===== config.mk =====
export PLATFORM = sky130hd
export DESIGN_NAME = cfg_supv_if
export DESIGN_NICKNAME = d
export VERILOG_FILES = /design/src/rtl/cfg_supv_pkg.sv /design/src/rtl/cfg_frame_track.sv /design/src/rtl/cfg_ctrl_store.sv /design/src/rtl/cfg_trip_seq.sv /design/src/rtl/cfg_supv_if.sv
export SDC_FILE = /design/constraint.sdc
export NUM_CORES = 1
export LEC_CHECK = 0
export ABC_AREA = 0
export BUFFER_PORTS_ARGS = -buffer_cell sky130_fd_sc_hd__buf_2
export CORE_AREA = 10 10 80 82
export DETAILED_ROUTE_END_ITERATION = 8
export DIE_AREA = 0 0 90 92
export PLACE_DENSITY = 0.73
export SETUP_SLACK_MARGIN = 0.1
export SLEW_MARGIN = 20
export SYNTH_ARGS = -nofsm -noshare
export SYNTH_HDL_FRONTEND = slang
export SYNTH_HIERARCHICAL = 1
export SYNTH_SLANG_ARGS = --single-unit

===== constraint.sdc =====
create_clock -name clk -period 2 [get_ports clk]
set_input_delay 0.1 -clock clk [delete_from_list [all_inputs] [get_ports clk]]
set_output_delay 0.1 -clock clk [all_outputs]
set_load 0.005 [all_outputs]

===== src/rtl/cfg_supv_pkg.sv =====
package cfg_supv_pkg;

  localparam int BYTE_W = 8;
  localparam int CNT_W  = 4;
  localparam int N_TRIP = 2;

  localparam logic [3:0] PRE_CFG = 4'b1011;
  localparam logic [BYTE_W-1:0] SLV_CFG_WR = 8'hB2;
  localparam logic [BYTE_W-1:0] SLV_CFG_RD = 8'hB3;
  localparam logic [BYTE_W-1:0] SLV_MEM_WR = 8'hA0;
  localparam logic [BYTE_W-1:0] CFG_ADDR   = 8'hFF;

  // threshold n sits at byte n of this vector
  localparam logic [N_TRIP*BYTE_W-1:0] TRIP_ADDRS = {8'h0B, 8'h03};

  // register field positions (decoded by neighbouring logic)
  localparam int CB_PU_HI = 7;
  localparam int CB_WD_HI = 6;
  localparam int CB_WD_LO = 5;
  localparam int CB_PROT  = 4;
  localparam int CB_RWE   = 2;
  localparam int CB_WE    = 1;
  localparam int CB_PU_LO = 0;

  localparam int NV_W = 5;

  typedef enum logic [2:0] {
    FR_IDLE, FR_SLV, FR_ADDR, FR_DATA, FR_RD, FR_SKIP
  } fr_state_e;

endpackage


===== src/rtl/cfg_frame_track.sv =====
module cfg_frame_track
  import cfg_supv_pkg::*;
(
  input  logic              clk,
  input  logic              rst_n,
  input  logic              start_i,
  input  logic              stop_i,
  input  logic              bit_i,
  input  logic              bit_val_i,
  input  logic              vprog_i,
  input  logic              busy_i,
  input  logic [BYTE_W-1:0] rd_byte_i,
  output logic              sda_low_o,
  output logic              done_o,
  output logic              kind_cfg_o,
  output logic              hv_o,
  output logic [BYTE_W-1:0] addr_o,
  output logic [BYTE_W-1:0] data_o
);

  localparam logic [CNT_W-1:0] ACK_SLOT = CNT_W'(BYTE_W);

  fr_state_e         state_q, state_d;
  logic [CNT_W-1:0]  cnt_q, cnt_d;
  logic [BYTE_W-1:0] sh_q, sh_d;
  logic [BYTE_W-1:0] addr_q, addr_d;
  logic [BYTE_W-1:0] data_q, data_d;
  logic [1:0]        ndata_q, ndata_d;
  logic              kind_q, kind_d;
  logic              hv_q, hv_d;
  logic              ack_c;

  always_comb begin
    case (state_q)
      FR_SLV:  ack_c = !busy_i && (sh_q == SLV_CFG_WR || sh_q == SLV_CFG_RD ||
                                   (sh_q == SLV_MEM_WR && hv_q));
      FR_ADDR: ack_c = 1'b1;
      FR_DATA: ack_c = (ndata_q == 2'd0);
      default: ack_c = 1'b0;
    endcase
  end

  always_comb begin
    state_d = state_q;
    cnt_d   = cnt_q;
    sh_d    = sh_q;
    addr_d  = addr_q;
    data_d  = data_q;
    ndata_d = ndata_q;
    kind_d  = kind_q;
    hv_d    = hv_q;
    if (start_i) begin
      state_d = FR_SLV;
      cnt_d   = '0;
      ndata_d = '0;
      hv_d    = vprog_i;
    end else if (stop_i) begin
      state_d = FR_IDLE;
      cnt_d   = '0;
    end else if (bit_i && state_q != FR_IDLE) begin
      if (cnt_q != ACK_SLOT) begin
        sh_d  = {sh_q[BYTE_W-2:0], bit_val_i};
        cnt_d = cnt_q + 1'b1;
      end else begin
        cnt_d = '0;
        case (state_q)
          FR_SLV: begin
            kind_d = (sh_q[BYTE_W-1:BYTE_W-4] == PRE_CFG);
            if (!ack_c)       state_d = FR_SKIP;
            else if (sh_q[0]) state_d = FR_RD;
            else              state_d = FR_ADDR;
          end
          FR_ADDR: begin
            addr_d  = sh_q;
            state_d = FR_DATA;
          end
          FR_DATA: begin
            if (ndata_q == 2'd0)  data_d  = sh_q;
            if (ndata_q != 2'd3)  ndata_d = ndata_q + 1'b1;
          end
          FR_RD:   state_d = FR_SKIP;
          default: state_d = state_q;
        endcase
      end
    end
  end

  always_ff @(posedge clk or negedge rst_n) begin
    if (!rst_n) begin
      state_q <= FR_IDLE;
      cnt_q   <= '0;
      sh_q    <= '0;
      addr_q  <= '0;
      data_q  <= '0;
      ndata_q <= '0;
      kind_q  <= 1'b0;
      hv_q    <= 1'b0;
    end else begin
      state_q <= state_d;
      cnt_q   <= cnt_d;
      sh_q    <= sh_d;
      addr_q  <= addr_d;
      data_q  <= data_d;
      ndata_q <= ndata_d;
      kind_q  <= kind_d;
      hv_q    <= hv_d;
    end
  end

  assign sda_low_o = (cnt_q == ACK_SLOT && ack_c) ||
                     (state_q == FR_RD && cnt_q < ACK_SLOT &&
                      !rd_byte_i[3'd7 - cnt_q[2:0]]);
  assign done_o     = stop_i && state_q == FR_DATA && cnt_q == '0 && ndata_q != 2'd0;
  assign kind_cfg_o = kind_q;
  assign hv_o       = hv_q;
  assign addr_o     = addr_q;
  assign data_o     = data_q;

endmodule


===== src/rtl/cfg_ctrl_store.sv =====
module cfg_ctrl_store
  import cfg_supv_pkg::*;
#(
  parameter logic [NV_W-1:0] NV_RST = '0
)(
  input  logic              clk,
  input  logic              rst_n,
  input  logic              done_i,
  input  logic              kind_cfg_i,
  input  logic [BYTE_W-1:0] addr_i,
  input  logic [BYTE_W-1:0] data_i,
  output logic [BYTE_W-1:0] ctrl_o,
  output logic              commit_o
);

  logic [NV_W-1:0] nv_q, nv_d;
  logic            we_q, we_d;
  logic            rwe_q, rwe_d;
  logic            commit_q, commit_d;
  logic            hit;
  logic [1:0]      cmd;
  logic            unused_spare;

  assign hit          = done_i && kind_cfg_i && addr_i == CFG_ADDR;
  assign cmd          = {data_i[CB_RWE], data_i[CB_WE]};
  assign unused_spare = data_i[3];

  always_comb begin
    nv_d     = nv_q;
    we_d     = we_q;
    rwe_d    = rwe_q;
    commit_d = 1'b0;
    if (hit) begin
      case (cmd)
        2'b01: we_d = 1'b1;
        2'b11: if (we_q) rwe_d = 1'b1;
        2'b00: if (we_q && rwe_q) begin
          nv_d     = {data_i[CB_PU_HI], data_i[CB_WD_HI], data_i[CB_WD_LO],
                      data_i[CB_PROT], data_i[CB_PU_LO]};
          commit_d = 1'b1;
          we_d     = 1'b0;
          rwe_d    = 1'b0;
        end
        default: commit_d = 1'b0;
      endcase
    end
  end

  always_ff @(posedge clk or negedge rst_n) begin
    if (!rst_n) begin
      nv_q     <= NV_RST;
      we_q     <= 1'b0;
      rwe_q    <= 1'b0;
      commit_q <= 1'b0;
    end else begin
      nv_q     <= nv_d;
      we_q     <= we_d;
      rwe_q    <= rwe_d;
      commit_q <= commit_d;
    end
  end

  always_comb begin
    ctrl_o           = '0;
    ctrl_o[CB_PU_HI] = nv_q[4];
    ctrl_o[CB_WD_HI] = nv_q[3];
    ctrl_o[CB_WD_LO] = nv_q[2];
    ctrl_o[CB_PROT]  = nv_q[1];
    ctrl_o[CB_PU_LO] = nv_q[0];
    ctrl_o[CB_RWE]   = rwe_q;
    ctrl_o[CB_WE]    = we_q;
  end
  assign commit_o = commit_q;

endmodule


===== src/rtl/cfg_trip_seq.sv =====
module cfg_trip_seq
  import cfg_supv_pkg::*;
(
  input  logic              clk,
  input  logic              rst_n,
  input  logic              done_i,
  input  logic              kind_cfg_i,
  input  logic              hv_i,
  input  logic [BYTE_W-1:0] addr_i,
  input  logic [BYTE_W-1:0] data_i,
  input  logic              vprog_i,
  output logic [N_TRIP-1:0] trip_o
);

  logic [N_TRIP-1:0] match;
  logic              arm;
  logic              pend_q, pend_d;
  logic [N_TRIP-1:0] sel_q, sel_d;
  logic [N_TRIP-1:0] pulse_q, pulse_d;

  for (genvar g = 0; g < N_TRIP; g++) begin : g_match
    assign match[g] = (addr_i == TRIP_ADDRS[g*BYTE_W +: BYTE_W]);
  end

  assign arm = done_i && !kind_cfg_i && hv_i && data_i == '0 && |match;

  always_comb begin
    pend_d  = pend_q;
    sel_d   = sel_q;
    pulse_d = '0;
    if (arm) begin
      pend_d = 1'b1;
      sel_d  = match;
    end else if (pend_q && !vprog_i) begin
      pend_d  = 1'b0;
      pulse_d = sel_q;
    end
  end

  always_ff @(posedge clk or negedge rst_n) begin
    if (!rst_n) begin
      pend_q  <= 1'b0;
      sel_q   <= '0;
      pulse_q <= '0;
    end else begin
      pend_q  <= pend_d;
      sel_q   <= sel_d;
      pulse_q <= pulse_d;
    end
  end

  assign trip_o = pulse_q;

endmodule


===== src/rtl/cfg_supv_if.sv =====
module cfg_supv_if
  import cfg_supv_pkg::*;
#(
  parameter logic [NV_W-1:0] NV_RST = '0
)(
  input  logic              clk,
  input  logic              rst_n,
  input  logic              start_evt_i,
  input  logic              stop_evt_i,
  input  logic              bit_evt_i,
  input  logic              bit_val_i,
  input  logic              vprog_i,
  input  logic              nv_busy_i,
  output logic              sda_low_o,
  output logic [7:0]        ctrl_o,
  output logic              nv_commit_o,
  output logic [N_TRIP-1:0] trip_rst_o
);

  logic              done;
  logic              kind_cfg;
  logic              hv;
  logic [BYTE_W-1:0] addr;
  logic [BYTE_W-1:0] data;

  cfg_frame_track u_frame (
    .clk        (clk),
    .rst_n      (rst_n),
    .start_i    (start_evt_i),
    .stop_i     (stop_evt_i),
    .bit_i      (bit_evt_i),
    .bit_val_i  (bit_val_i),
    .vprog_i    (vprog_i),
    .busy_i     (nv_busy_i),
    .rd_byte_i  (ctrl_o),
    .sda_low_o  (sda_low_o),
    .done_o     (done),
    .kind_cfg_o (kind_cfg),
    .hv_o       (hv),
    .addr_o     (addr),
    .data_o     (data)
  );

  cfg_ctrl_store #(.NV_RST(NV_RST)) u_store (
    .clk        (clk),
    .rst_n      (rst_n),
    .done_i     (done),
    .kind_cfg_i (kind_cfg),
    .addr_i     (addr),
    .data_i     (data),
    .ctrl_o     (ctrl_o),
    .commit_o   (nv_commit_o)
  );

  cfg_trip_seq u_trip (
    .clk        (clk),
    .rst_n      (rst_n),
    .done_i     (done),
    .kind_cfg_i (kind_cfg),
    .hv_i       (hv),
    .addr_i     (addr),
    .data_i     (data),
    .vprog_i    (vprog_i),
    .trip_o     (trip_rst_o)
  );

endmodule


======== Word level (Yosys, flattened, before mapping) ========
Cells that the tools add are included.
cells by class
  $add $sub $neg .......................... 3
  order comparisons ....................... 2
  eq/ne operators ......................... 21
  muxes and demuxes ....................... 31
  bitwise gates (word level) .............. 3
  reduce and logical (&&, ||, !) cells .... 48
operator list
  kind                 number
  $eq 8x8->1 const B   4
  $mux 3               6
  $logic_and 1x1->1    17
  $mux 2               8
  $mux 4               4
  $reduce_and 5->1     3
  $reduce_bool 2->1    7
  $pmux 3 s3           1
  $reduce_and 3->1     3
  $eq 4x4->1 const B   2
  $eq 8x2->1 const B   1
  $eq 8x4->1 const B   1
  $logic_not 8->1      1
  $mux 1               8
  $reduce_and 4->1     2
  $eq 3x2->1 const B   2
  $ne 2x2->1 const B   3
  $reduce_and 6->1     1
  $reduce_bool 3->1    2
  $reduce_bool 5->1    1
  $add 4x1->4 const B  1
  $logic_not 1->1      4
  $logic_not 2->1      2
  $logic_not 4->1      1
  other kinds (17)     23
word-level totals
  bits in registers ....................... 48
  bits of input ports ..................... 8

======== Depth between registers and ports, before layout ========
  depth after elaboration ................. 11
  gate-level depth with buffers ........... 8

======== Modules after synthesis ========
The synthesis kept the hierarchy.
by module, submodules not included
  module           instances  cells an instance  area an instance (µm²)  seq. area each (µm²)
  cfg_frame_track  1          141                1,819.2                 875.8
  cfg_ctrl_store   1          35                 426.7                   200.2
  cfg_trip_seq     1          22                 234.0                   125.1

======== Worst setup path after synthesis ========
No wires, ideal clock.
  path type ............................... reg2reg
  start point ............................. register u_frame.cnt_q[0]
  end point ............................... register u_store.nv_q[0]
  setup time .............................. 125 ps
  arrival ................................. 2,064 ps
  required time ........................... 1,875 ps
  slack ................................... -189 ps
  stages on the path, launching flop included .. 9
  path buffers ............................ 1
  path through ............................ dfrtp_1 buf_6 inv_1 ha_1 nand4_1 nor4_1 nand4_1 nor4_4 mux2_2
on the way
  longest elaborated chain between the ends .. 6
ends and longest elaborated chain
  element                            RTL line                RTL
  start, declared                    cfg_frame_track.sv:24   logic [CNT_W-1:0] cnt_q, cnt_d;
  start signal, assigned             cfg_frame_track.sv:100  cnt_q <= cnt_d;
  $logic_not 4->1                    cfg_frame_track.sv:113  assign done_o = stop_i && state_q == FR_DATA && cnt_q == '0 && ndata_q != 2'd0;
  $logic_and 1x1->1 (2 in a row)     cfg_frame_track.sv:113
  net done                           cfg_supv_if.sv:20       logic done;
  $logic_and 1x1->1 (2 in a row)     cfg_ctrl_store.sv:24    assign hit = done_i && kind_cfg_i && addr_i == CFG_ADDR;
  $reduce_and 3->1 (no source line)  --
  end signal, assigned               cfg_ctrl_store.sv:56    nv_q <= nv_d;
  end, declared                      cfg_ctrl_store.sv:16    logic [NV_W-1:0] nv_q, nv_d;
The timed path passes the listed nets, and every way through them passes these cells.
A chain may end at the register's enable or synchronous reset.

======== Worst setup path after layout ========
  start point ............................. register u_frame.cnt_q[1]
  end point ............................... register u_store.nv_q[1]
The elaborated chain is that of the path after synthesis.

==> flow_summary.yaml <==
run_status:
  outcome: "complete, but fails checks"
  violations: "setup timing"
route:
  antenna_left: 0
  drt-vias-per-instance: 5.53
  via_count: 1831
  firstDrtPassIters: 4
  routed_wl_um: 5740
  wl_per_cell_um: 17.3
  drtIter0Drc: 114
  drc: 0
finish:
  stdcell_area_sq_um: 3250
  regArea_sq_um: 1200
  fill_cells: 367
  fin_nets: 273
  drive_gt1_share_pct: 52.5
  multiInputGateArea_sq_um: 1340
  diodes: 0
  area_growth_pct: 30.9
  post-route-util_pct: 66.1
logic_synthesis:
  ys_ff_latch: 48
  synth_enable_flop_cells: 0
  netlist.area_leader.share_pct: 48.4
  synth.distinct_cells: 55
  syn_area_per_cell_sq_um: 12.5
  yosysWarnings: 6
  yosysSeqAreaShare_pct: 48.4
  synthesis.area_sq_um: 2480
  synth_top_flop_cell: "dfrtp_1"
  synthArstFlopShare_pct: 100
  syn_nets: 210
  postSynthCellCount: 198
  yosys.area.top_type: "dfrtp_1"
  synthTopCellsByArea: "dfrtp_1 (48%), mux2_2 (14%), ha_1 (2.0%)"
global_routing:
  track_usage_pct: 13.7
  grt_overflow: 0
  grt_max_degree: 30
  antenna_found_initial: 0
  grt_pass1_vias: 1893
  grt_pass1_wl_um: 9340
clock_tree:
  cts_max_path_buffers: 2
  tritoncts: "yes"
  numCtsBuffers: 5
  clk_latency_ns: 0.31
  cts_root_buffer: "clkbuf_8"
  clock_sinks: 48
  clk_pin_slew_ns: 0.09
  cts_max_level: 2
worst_setup_path:
  crit_required_ns: 2.19
  rr_worst_depth: 9
  slowest_stage: "dfrtp_2"
  critPathMaxStageDelay_ns: 0.43
  cp-end-kind: "flop"
  worst_setup_path_start_kind: "flop"
  crit_chain: "inv_2 -> ha_4 -> nand4_1 -> nor4_4 -> nand4_1 -> buf_6 -> nor4_4 -> buf_4 -> mux2_4"
  path_max_fanout: 4
  cp.arrival_ns: 2.32
  crit_type: "reg2reg"
placed_design:
  placed_area_sq_um: 2900
  dp_hpwl_um: 4000
  io_buffers: 18
  gp_congestion: 0.766
sta:
  timing.fmax_mhz: 470
  post-route-worst-setup-slack_ns: -0.128
  final.period_utilization_pct: 106
  final-max-slew-violation-count: 0
  hold_violations: 0
  worst_clock_skew_ns: 0.00863
  rsz0062_at_grt: "true"
  min_period_ns: 2.13
  setup_viol: 20
die:
  io_pins: 20
  rows: 26
  die_w_um: 90
  die-height_um: 92
  start_util_pct: 50.5
  coreArea_sq_um: 4910
  die_area_sq_um: 8280
power:
  powerDensity_nw_per_um2: 619
  p_leak_nw: 1.54
  vdd_drop_max_mv: 0.442
min_path:
  hold_class: "in2reg"
  hold_depth: 2
run:
  drv_cap: 0
## metrics by stage
stage          setup TNS [ns]  hold WS (ns)  instances  total power, W  worst slack, ns
2_1_floorplan               0        -0.196        198         0.00121           0.0173
3_3_place_gp           -0.253       -0.0732        311         0.00137          -0.0615
3_5_place_dp           -0.637       -0.0722        311         0.00138          -0.0899
4_1_cts                -0.482        0.0170        329         0.00200          -0.0692
5_1_grt                 -2.85        0.0243        331         0.00210           -0.210
6_report                -1.27        0.0275        331         0.00201           -0.128
## worst max-delay path, delay by kind of cell, from the launching register on
| family | cells | cell delay, ns |
|---|---|---|
| buf+inv | 3 | 0.47 |
| fa+ha+maj | 1 | 0.14 |
| mux | 1 | 0.30 |
| simple gates | 4 | 0.69 |
| flops | 1 | 0.43 |
## worst paths after layout
kind / to / slack (ns) / startpoint
worst max-delay path: u_store/nv_q[1] / -0.13 / u_frame/cnt_q[1]
worst min-delay path: u_frame/sh_q[0] / 0.03 / bit_val_i
worst max register to register: u_store/nv_q[1] / -0.13 / u_frame/cnt_q[1]
worst min register to register: u_trip/pend_q / 0.49 / u_trip/pend_q
max in group asynchronous: u_frame/cnt_q[1] / 1.28 / rst_n
min in group asynchronous: u_frame/cnt_q[0] / 0.13 / rst_n
## Yosys cell counts, drive strengths merged (2+ instances only)
cell type and number:
a211oi 2, a21oi 3, and3 3, buf 8
clkbuf 2, dfrtp 48, ha 4, inv 8
mux2 33, mux2i 4, mux4 2, nand2 13
nand2b 3, nand3 3, nand4 6, nand4b 2
nand4bb 2, nor2 11, nor2b 2, nor3 2
nor4 8, o22ai 2, o31ai 3, or4 3
or4b 3
## area by class of cell
type / count / area share (%)
clock buffers: 6 / 2.54
repair buffers: 66 / 15.1
well taps: 70 / 2.70
multi-input cells: 132 / 41.3
clock inverters: 1 / 0.270
inverters: 8 / 1.00
flip-flops and latches: 48 / 37.0
## state kept, by name (all words and copies together), names as in the netlist, 2 cells and up
| signal | flops |
|---|---|
| u_store/nv_q | 5 |
| u_frame/data_o | 8 |
| u_trip/sel_q | 2 |
| u_frame/ndata_q | 2 |
| u_frame/state_q | 3 |
| u_frame/sh_q | 8 |
| u_frame/cnt_q | 4 |
| u_trip/trip_o | 2 |
| u_frame/addr_o | 8 |
## layout by cell type, fill, tap and decap left out, types with 4 or more instances in the layout
| master | Yosys | routed |
|---|---|---|
| buf_4 | 3 | 39 |
| nor2_1 | 9 | 9 |
| mux2i_1 | 4 | 4 |
| mux2_2 | 31 | 17 |
| mux2_4 | 0 | 16 |
| buf_6 | 1 | 7 |
| clkbuf_8 | 0 | 6 |
| dfrtp_1 | 48 | 47 |
| buf_2 | 4 | 18 |
| inv_1 | 8 | 6 |
| nand4_1 | 5 | 5 |
| nand2_1 | 13 | 12 |
| nor4_1 | 6 | 5 |
## cells by family (layout without fill, tap and decap cells)
kind of cell | count (synthesis) | after routing | share of synthesized area [%]
AOI/OAI and AO/OA | 18 | 18 | 5.90
xor gates and xnor gates | 2 | 2 | 0.706
adders and majority gates | 4 | 4 | 2.02
buffers and inverters | 18 | 81 | 3.68
DFF | 48 | 48 | 48.4
muxes | 39 | 39 | 18.4
other | 1 | 1 | 0.151
and+or+nand+nor | 68 | 68 | 20.7
## routing by layer
layer	GRT usage, %	up-vias	wire (um)
met4	5.44	0	95
li1	-	857	-
met1	16.7	933	2490
met3	3.10	9	207
met2	23.1	32	2950
met5	0	-	0
## where the power goes
group	total [W]	internal [W]	switching, W
Sequential	0.00106	0.00103	0.0000380
Clock	0.000607	0.000276	0.000331
Combinational	0.000339	0.000167	0.000172
Total	0.00201	0.00147	0.000541
## what timing repair did
action                                 in CTS  in global routing
hold buffers                                1                  0
endpoints found under the hold margin      48                  0
pin swaps                                   9                  8
setup buffers                              10                  3
setup endpoints to repair                  41                 41
gates resized for setup                    20                 13
No activity file was read; power rests on OpenSTA's default activity.
